[config.mk]
export PLATFORM = sky130hd
export DESIGN_NAME = serial_pkt_tx
export DESIGN_NICKNAME = d
export VERILOG_FILES = /design/src/rtl/serial_pkt_tx.sv
export SDC_FILE = /design/constraint.sdc
export NUM_CORES = 1
export LEC_CHECK = 0
export BUFFER_PORTS_ARGS = -buffer_cell sky130_fd_sc_hd__buf_2
export CAP_MARGIN = 25
export CORE_ASPECT_RATIO = 0.8
export CORE_UTILIZATION = 55
export DETAILED_ROUTE_END_ITERATION = 7
export PLACE_DENSITY = 0.74
export SYNTH_ARGS = -nofsm -noshare
export SYNTH_HDL_FRONTEND = slang
export SYNTH_SLANG_ARGS = --single-unit
[constraint.sdc]
create_clock -name clk -period 2.5 [get_ports clk]
set_clock_uncertainty 0.2 [all_clocks]
set_input_delay 0.25 -clock clk [delete_from_list [all_inputs] [get_ports clk]]
set_output_delay 0.25 -clock clk [all_outputs]
set_load 0.01 [all_outputs]
[src/rtl/serial_pkt_tx.sv]
module serial_pkt_tx #(
  parameter int          MAXP      = 64,
  parameter logic [7:0]  SYNC_BYTE = 8'h80,
  parameter logic [15:0] CRC_POLY  = 16'hA001,
  parameter logic [15:0] CRC_INIT  = 16'hFFFF
) (
  input  logic       clk,
  input  logic       rst_n,
  input  logic       bit_en,
  input  logic       in_valid,
  input  logic [7:0] in_data,
  input  logic       in_last,
  output logic       in_ready,
  output logic       line,
  output logic       done,
  output logic       err
);
  localparam int CW = $clog2(MAXP + 1);

  typedef enum logic [2:0] {S_IDLE, S_SYNC, S_TYPE, S_PAY, S_CRC, S_EOP} st_t;

  st_t           st;
  logic [7:0]    sh, tyb;
  logic [3:0]    bcnt;
  logic          full, lastq, drain;
  logic [15:0]   crc;
  logic [CW-1:0] npay;

  logic        take, shift, txb, fb;
  logic [15:0] crc_nxt;

  assign in_ready = drain || (st == S_IDLE) || (st == S_PAY && !full);
  assign take     = in_valid && in_ready;
  assign shift    = bit_en && full &&
                    (st == S_SYNC || st == S_TYPE || st == S_PAY || st == S_CRC);
  assign txb      = (st == S_CRC) ? ~crc[0] : sh[0];
  assign fb       = crc[0] ^ sh[0];
  assign crc_nxt  = {1'b0, crc[15:1]} ^ (fb ? CRC_POLY : 16'h0000);

  always_ff @(posedge clk) begin
    if (!rst_n) begin
      st    <= S_IDLE;
      sh    <= '0;
      tyb   <= '0;
      bcnt  <= '0;
      full  <= 1'b0;
      lastq <= 1'b0;
      drain <= 1'b0;
      crc   <= CRC_INIT;
      npay  <= '0;
      line  <= 1'b1;
      done  <= 1'b0;
      err   <= 1'b0;
    end else begin
      done <= 1'b0;
      err  <= 1'b0;

      if (drain && take) begin
        err <= 1'b1;
        if (in_last) drain <= 1'b0;
      end else if (take && st == S_IDLE) begin
        tyb   <= in_data;
        sh    <= SYNC_BYTE;
        full  <= 1'b1;
        bcnt  <= '0;
        lastq <= in_last;
        npay  <= '0;
        crc   <= CRC_INIT;
        st    <= S_SYNC;
      end else if (take && st == S_PAY) begin
        sh    <= in_data;
        full  <= 1'b1;
        bcnt  <= '0;
        npay  <= npay + 1'b1;
        lastq <= in_last;
        if (!in_last && npay == CW'(MAXP - 1)) begin
          drain <= 1'b1;
          lastq <= 1'b1;
        end
      end

      if (shift) begin
        line <= txb ? line : ~line;
        bcnt <= bcnt + 4'd1;
        sh   <= sh >> 1;
        case (st)
          S_SYNC: if (bcnt == 4'd7) begin
            sh   <= tyb;
            bcnt <= '0;
            st   <= S_TYPE;
          end
          S_TYPE: if (bcnt == 4'd7) begin
            bcnt <= '0;
            if (lastq) st <= S_CRC;
            else begin
              st   <= S_PAY;
              full <= 1'b0;
            end
          end
          S_PAY: begin
            crc <= crc_nxt;
            if (bcnt == 4'd7) begin
              bcnt <= '0;
              if (lastq) st <= S_CRC;
              else full <= 1'b0;
            end
          end
          S_CRC: begin
            crc <= crc >> 1;
            if (bcnt == 4'd15) st <= S_EOP;
          end
          default: ;
        endcase
      end

      if (st == S_EOP && bit_en) begin
        line <= 1'b1;
        done <= 1'b1;
        full <= 1'b0;
        st   <= S_IDLE;
      end
    end
  end

  assert_idle_line_high_R1: assert property (@(posedge clk) disable iff (!rst_n)
    (st == S_IDLE) |-> line);
  assert_line_holds_R6: assert property (@(posedge clk) disable iff (!rst_n)
    !bit_en |=> $stable(line));
  assert_no_overflow_R8: assert property (@(posedge clk) disable iff (!rst_n)
    npay <= CW'(MAXP));
  assert_err_at_cap_R8: assert property (@(posedge clk) disable iff (!rst_n)
    err |-> (npay == CW'(MAXP)));
  assert_done_at_rest_R9: assert property (@(posedge clk) disable iff (!rst_n)
    done |-> line);
  assert_done_single_R9: assert property (@(posedge clk) disable iff (!rst_n)
    done |=> !done);
endmodule

# After elaboration in Yosys (flattened, before gate mapping)
# Cells that the tools add are included.
[classes]
bitwise_logic = 7
n_eq_ne = 11
n_reduce_logical = 29
n_addsub = 2
mux = 47
[op_table]
columns = ["cell", "n"]
rows = [
  ["$mux 16", 4],
  ["$mux 8", 6],
  ["$pmux 16 s2", 1],
  ["$mux 3", 9],
  ["$mux 4", 6],
  ["$mux 1", 18],
  ["$xor 15x16->16", 1],
  ["$mux 7", 2],
  ["$pmux 3 s4", 1],
  ["$logic_and 1x1->1", 9],
  ["$reduce_and 2->1", 4],
  ["$add 7x1->7 const B", 1],
  ["$eq 7x6->1 const B", 1],
  ["$eq 3x2->1 const B", 2],
  ["$eq 3x3->1 const B", 2],
  ["$ne 2x2->1 const B", 3],
  ["$reduce_bool 2->1", 3],
  ["$logic_or 1x1->1", 5],
  ["$not 1->1", 5],
  ["$add 4x1->4 const B", 1],
  ["$eq 4x3->1 const B", 1],
  ["$eq 4x4->1 const B", 1],
  ["$reduce_and 4->1", 1],
  ["$reduce_or 2->1", 2],
  ["other kinds (6)", 7],
]
[totals]
elab_cells = 108
reg_bits = 52
out_inout_bits = 4
in_bits = 13

# Longest topological paths before layout
# Gate-level depths: netlist of the first run.
[logic_depth]
ltp_word = 12
depth_mapped = 7
depth_no_buf = 5

# Worst setup path after synthesis of the first run
# OpenSTA, ideal clock, no wires.
[synth_timing]
path_type = "reg2reg"
start = "reg bcnt[0]"
end = "reg sh[0]"
setup_time_ns = 0.133
period_less_slack_ns = 1.712
path_stages_with_launch = 7
arrival_time_ns = 1.379
required_ns = 2.167
setup_slack_ns = 0.788
cell_sequence = "dfxtp_1 ha_1 nand3b_1 or3_1 buf_6 mux2i_1 o221ai_1"
[synth_between]
elab_chain_len = 4
[synth_rtl]
columns = ["item", "line", "rtl"]
rows = [
  ["start, declared", "24", "logic [3:0] bcnt;"],
  ["start signal, assigned", "84", "bcnt <= bcnt + 4'd1;"],
  ["$eq 4x3->1", "87", "S_SYNC: if (bcnt == 4'd7) begin"],
  ["$mux 8", "87", ""],
  ["$mux 8", "86", "case (st)"],
  ["$mux 8", "82", "if (shift) begin"],
  ["end signal, assigned", "71", "sh <= in_data;"],
  ["end signal, assigned", "85", "sh <= sh >> 1;"],
  ["end signal, assigned", "88", "sh <= tyb;"],
  ["end, declared", "23", "logic [7:0] sh, tyb;"],
]
# No other way between the ends.
# A chain may end at the register's enable or synchronous reset.

# Final worst setup path of the first run
[layout_timing]
start = "reg st[2]"
end = "out in_ready"
[layout_between]
elab_chain_len = 3
elab_cells_between_ends = 5
cone_classes = "eq/ne (1); reduce/logical (4)"
[layout_rtl]
columns = ["item", "line", "rtl"]
rows = [
  ["start, declared", "22", "st_t st;"],
  ["start signal, assigned", "42", "st <= S_IDLE;"],
  ["start signal, assigned", "69", "st <= S_SYNC;"],
  ["start signal, assigned", "90", "st <= S_TYPE;"],
  ["$eq 3x2->1 / $logic_not 3->1 (equally long branches)", "32", "assign in_ready = drain || (st == S_IDLE) || (st == S_PAY && !full);"],
  ["$logic_and 1x1->1 / $logic_or 1x1->1 (equally long branches)", "32", ""],
  ["$logic_or 1x1->1 *", "32", ""],
  ["end, declared", "13", "output logic in_ready,"],
]
# Mark *: on every way between the ends. The rest lies on a longest branch, timed or not.

==> flow_summary.ini, run 1 <==
[placed_design]
dpl_cell_area_um2 = 2570
hpwl_um = 3360
pre_cts_ws_ns = 0.437
gp_congestion = 0.830
io_buffers = 16
dp.cells = 343

[routing]
viasPerCell = 5.64
ant_nets = 0
drt-initial-drc-count = 214
detail_route.wl_per_cell_um = 13.9
vias = 2024
routed_wl_um = 4990
drc = 0
firstDrtPassIters = 4

[logic_synthesis]
synth_top_area_share_pct = 42.1
yosysUniqueCellTypes = 54
seq_area_frac_synth_pct = 42.1
synth_most_common_cell = dfxtp_1
synth-seq-cells = 52
yosys-top-cells-area = dfxtp_1, nor3b_1, nor2_1
synth-edff-count = 0
yosysWarningCount = 0
yosys.area.top_type = dfxtp_1
synth_common_cells = dfxtp_1, nor2_1, nand2_1
ys_async_sr_fraction_pct = 0
avgSynthCellArea_um2 = 8.83
synthesis.area_um2 = 2470
synth_ff_type = dfxtp_1
syn_inst = 280
synth.net_count = 295

[clock_tree]
cts.sinks = 52
clk_path_buf_depth = 2
insertion_delay_ns = 0.31
numCtsBuffers = 5
clockRootBuffer = clkbuf_8
post_cts.repair.setup_buffers = 0
ctsHtreeMaxLevel = 2
clkTransAtPathRegs_ns = 0.09
cts_tree = built

[sta]
finalSetupTns_ns = 0
drv_slew = 0
hold_ws_ns = 0.0411
fin_crit_ns = 2.26
final_hold_viol_count = 0
finalWorstSetupSlack_ns = 0.241
fin_crit_sh_pct = 90.3
setup_viol = 0
fmax_mhz = 443
worstMarginPinSlew_ns = 0.560
slew_headroom_pct = 62.6
rsz0062_at_grt = no

[worst_setup_path]
worstPathArrival_ns = 1.81
cp_max_fo = 16
cp_cell_sequence = and4bb_4 > or3_1 > buf_2
cp-end-kind = output pin
crit_path_start_kind = flip-flop
worst-setup-path-type = flip-flop to output pin
critPathRequiredTime_ns = 2.05
slowest_delay_ns = 0.67
cpMaxStageDelayCell = dfxtp_1
reg2reg_slack_ns = 0.40

[finish]
stdcell_area_um2 = 2740
fin_util_pct = 64.4
drive_gt1_share_pct = 13.9
diodes = 0
layout.nets = 316
fin_cells = 359
syn_to_final_growth_pct = 11.0

[outcome]
status = finished clean

[power_and_ir_drop]
total_power_mw = 1.48
p_per_area_nw_per_um2 = 539
p_leak_nw = 0.997
ir_worst_vdd_v = 0.000267

[die]
core_area_um2 = 4260
dieArea_um2 = 4770
die_w_um = 76.9
die_h_um = 62.0
rows = 21
initial_core_util_pct = 58.1
pin_count = 17

[global_route]
grtUsageTotal_pct = 22.9
grt_pass1_vias = 1781
antenna_found_initial = 0
grt_overflow_total = 0
grt_max_degree = 30
grt_pass1_wl_um = 8450

[run]
max_cap_viol_count = 0

[hold_path]
hold_path.class = input port to flip-flop
==> registers in the layout (all words and copies together) (netlist names) <==
register,cells
crc,16
sh,8
tyb,8
npay,7
bcnt,4
st,3
done,1
drain,1
err,1
full,1
lastq,1
line,1
==> layout make-up <==
type                            instances  area [um2]
Fill cell                             373        1510
Clock buffer                            7        86.3
Inverter                               14        52.6
Timing Repair Buffer                   29         198
Clock inverter                          1        7.51
Tap cell                               57        71.3
Sequential cell                        52        1040
Multi-Input combinational cell        199        1290
==> worst max-delay path: cells and delay by family, from the launching register on <==
kind | cells | cell delay (ns)
and+or+nand+nor | 2 | 0.69
DFF | 1 | 0.67
buffers and inverters | 1 | 0.14
==> where the power goes <==
part | internal (mW) | switching (mW)
Clock | 0.225 | 0.275
Sequential | 0.842 | 0.0150
Combinational | 0.0485 | 0.0726
Total | 1.12 | 0.363
==> metal layers <==
| metal | wire, um | GRT usage, % | up-vias |
|---|---|---|---|
| met4 | 29 | 9.89 | 0 |
| met1 | 2550 | 32.4 | 939 |
| met5 | 0 | 0 | - |
| li1 | - | - | 1041 |
| met3 | 226 | 3.94 | 5 |
| met2 | 2180 | 34.8 | 39 |
==> worst paths after layout <==
path	startpoint	end	depth (start not counted)
setup / recovery	st[2]	in_ready	3
hold / removal	in_last	lastq	3
setup reg to reg	bcnt[0]	sh[2]	5
hold reg to reg	tyb[7]	tyb[7]	2
==> logic make-up after synthesis <==
logic type,after synthesis,synth area share [%]
fa+ha+maj,2,1.01
xor+xnor,7,2.48
flops,52,42.1
simple gates,113,26.5
mux,11,4.51
compound gates,66,17.5
buf+inv,29,5.82
==> what timing repair did <==
| item | CTS | global route |
|---|---|---|
| resized for setup | 0 | 0 |
| hold endpoints to repair | 15 | 0 |
| hold buffers | 8 | 0 |
==> cell usage in the layout (no fill, tap or decap), types with 3 or more instances in the layout <==
cell type      count
and3_1             4
dlygate4sd3_1      8
buf_4              5
dfxtp_1           52
nand3_1           11
o21ai_1           18
a21oi_1           15
inv_1             14
or3_1              5
o211ai_1           5
nand2_1           25
nor2_1            27
a22oi_1            3
xnor2_1            3
o221ai_1           8
clkbuf_8           6
nor3b_1           14
and2_1             3
mux2i_1           10
buf_2             16
xor2_1             4
o21ai_0            4
(Power assumes the default switching activity.)
==> run 2: changes to the inputs <==
CAP_MARGIN = not set   (was 25)
CORE_UTILIZATION = 54   (was 55)
CTS_CLUSTER_SIZE = 40   (was not set)
PLACE_DENSITY = 0.75   (was 0.74)
clock period = 1.9 ns   (was 2.5 ns; I/O delays follow)
==> run 2 against run 1 <==
  * Clock power increased by 53%
  * Register-to-register slack got worse by 0.29 ns
  * Core utilization increased by 5.0 points
  * Via count increased by 7.7%
  * Total power increased by 41%
  * First-iteration DRC count decreased by 20%
  * Critical path depth unchanged
  * Sequential power increased by 32%
  * Sequential cell count unchanged
  * Critical endpoint unchanged
  * Largest power group unchanged
  * Highest routed layer unchanged
==> flow_summary.ini, run 2 (synthesis gave the netlist of run 1 again) <==
[worst_setup_path]
crit_end = in_ready
cp_max_fo = 12
cpMaxStageDelayCell = dfxtp_2
r2r-start = st[2]
startpoint = st[1]
cp_cell_sequence = and4bb_4 > or3_1 > buf_2
cp-end-kind = output pin
worst-setup-path-type = flip-flop to output pin
rr_worst_depth = 6
reg2reg_slack_ns = 0.11
critPathRequiredTime_ns = 1.51
crit_path_start_kind = flip-flop
timing.rr.end = st[0]
slowest_delay_ns = 0.40
worstPathArrival_ns = 1.46

[routing]
viasPerCell = 5.74
detail_route.wl_per_cell_um = 14.7
drc = 0
drt-initial-drc-count = 171
vias = 2180
routed_wl_um = 5600
ant_nets = 0
firstDrtPassIters = 4

[sta]
slew_headroom_pct = 74.4
finalWorstSetupSlack_ns = 0.0543
worstMarginPinSlew_ns = 0.379
finalSetupTns_ns = 0
drv_slew = 0
fin_crit_ns = 1.85
fmax_mhz = 542
setup_viol = 0
final_hold_viol_count = 0
fin_crit_sh_pct = 97.1
hold_ws_ns = 0.00363
rsz0062_at_grt = no

[clock_tree]
insertion_delay_ns = 0.30
cts.sinks = 52
ctsHtreeMaxLevel = 2
numCtsBuffers = 5
clk_path_buf_depth = 2
cts_tree = built
clockRootBuffer = clkbuf_8
clkTransAtPathRegs_ns = 0.09

[die]
rows = 21
pin_count = 17
die_w_um = 77.6
dieArea_um2 = 4850
initial_core_util_pct = 57.7
die_h_um = 62.5
core_area_um2 = 4280

[finish]
stdcell_area_um2 = 2980
fin_cells = 380
layout.nets = 337
top_regs = crc x16, sh x8, tyb x8
largest_register_ffs = 16
drive_gt1_share_pct = 21.7
diodes = 0
final_common_cell = dfxtp_1
regMostFlops = crc
syn_to_final_growth_pct = 20.4
mostFrequentLayoutCells = dfxtp_1, nor2_1, nand2_1, buf_4, o21ai_1

[power_and_ir_drop]
p_per_area_nw_per_um2 = 700
p_leak_nw = 1.13
ir_worst_vdd_v = 0.000644

[global_route]
grt_busiest_layer = met1
grt_pass1_vias = 2036
grt_use_met1_pct = 37.5
grt_util_met2_pct = 36.7
grtUsageTotal_pct = 25.4
antenna_found_initial = 0
grt_pass1_wl_um = 9760
grt_max_degree = 30
grt_overflow_total = 0
grtUsageMet3_pct = 6.57

[placed_design]
dpl_cell_area_um2 = 2710
pre_cts_ws_ns = 0.0201
gp_congestion = 0.917
dp.cells = 359
hpwl_um = 3830
io_buffers = 16

[hold_path]
hold_path.class = input port to flip-flop

[outcome]
status = finished clean

[run]
max_cap_viol_count = 0
## run 2: changes by cell type in the layout (fill, tap and decap cells not counted), sizes merged
cell | previous run | this run
buf | 21 | 41
bufinv | 0 | 1
clkbuf | 7 | 6
clkinvlp | 1 | 0
dlygate4sd3 | 8 | 9
inv | 14 | 15
## run 2: critical path, delay by kind of cell (launching register included)
| family | cells | cell delay (ns) |
|---|---|---|
| buf+inv | 1 | 0.15 |
| simple gates | 2 | 0.61 |
| flops | 1 | 0.40 |
## run 2: repair_timing
item | 4_1_cts | 5_1_grt
pin swaps | 0 | 2
hold buffers | 9 | 0
gates resized for setup | 4 | 8
endpoints found under the setup margin | 2 | 12
endpoints found under the hold margin | 16 | 0
setup buffers | 0 | 4
## run 2: layout make-up
type                            instances  area, um2
Fill cell                             330       1310
Sequential cell                        52       1060
Timing Repair Buffer                   50        387
Tap cell                               57       71.3
Multi-Input combinational cell        199       1300
Clock buffer                            6       72.6
Inverter                               14       52.6
Clock inverter                          2       38.8
## run 2: per-layer routing
layer	vias up	wire [um]
li1	1087	-
met1	1020	2810
met2	63	2430
met3	10	310
met4	0	52
met5	-	0
## run 2: worst min-delay path by stage
stage                from  cells after the start  endpoint  slack (ns)
3_5_place_dp   in_data[4]                      3     sh[4]        0.24
4_1_cts           in_last                      4     drain      0.0002
2_1_floorplan  in_data[0]                      2    tyb[0]        0.13
6_report          in_last                      4     drain       0.004
3_3_place_gp   in_data[3]                      3     sh[3]        0.23
5_1_grt           in_last                      4     drain        0.04
## run 2: where the power goes
part | internal [mW] | switching (mW) | leakage (nW) | total [mW]
clock network | 0.398 | 0.368 | 0.0558 | 0.767
registers | 1.11 | 0.0188 | 0.425 | 1.13
logic | 0.0815 | 0.108 | 0.652 | 0.190
total | 1.59 | 0.495 | 1.13 | 2.08
## run 2: stage by stage
stage	util, %	power [mW]
after floorplan	-	1.25
after global placement	63.4	1.31
after detailed placement	63.4	1.32
after CTS	68.2	2.09
after global routing	69.5	2.17
final	69.5	2.08
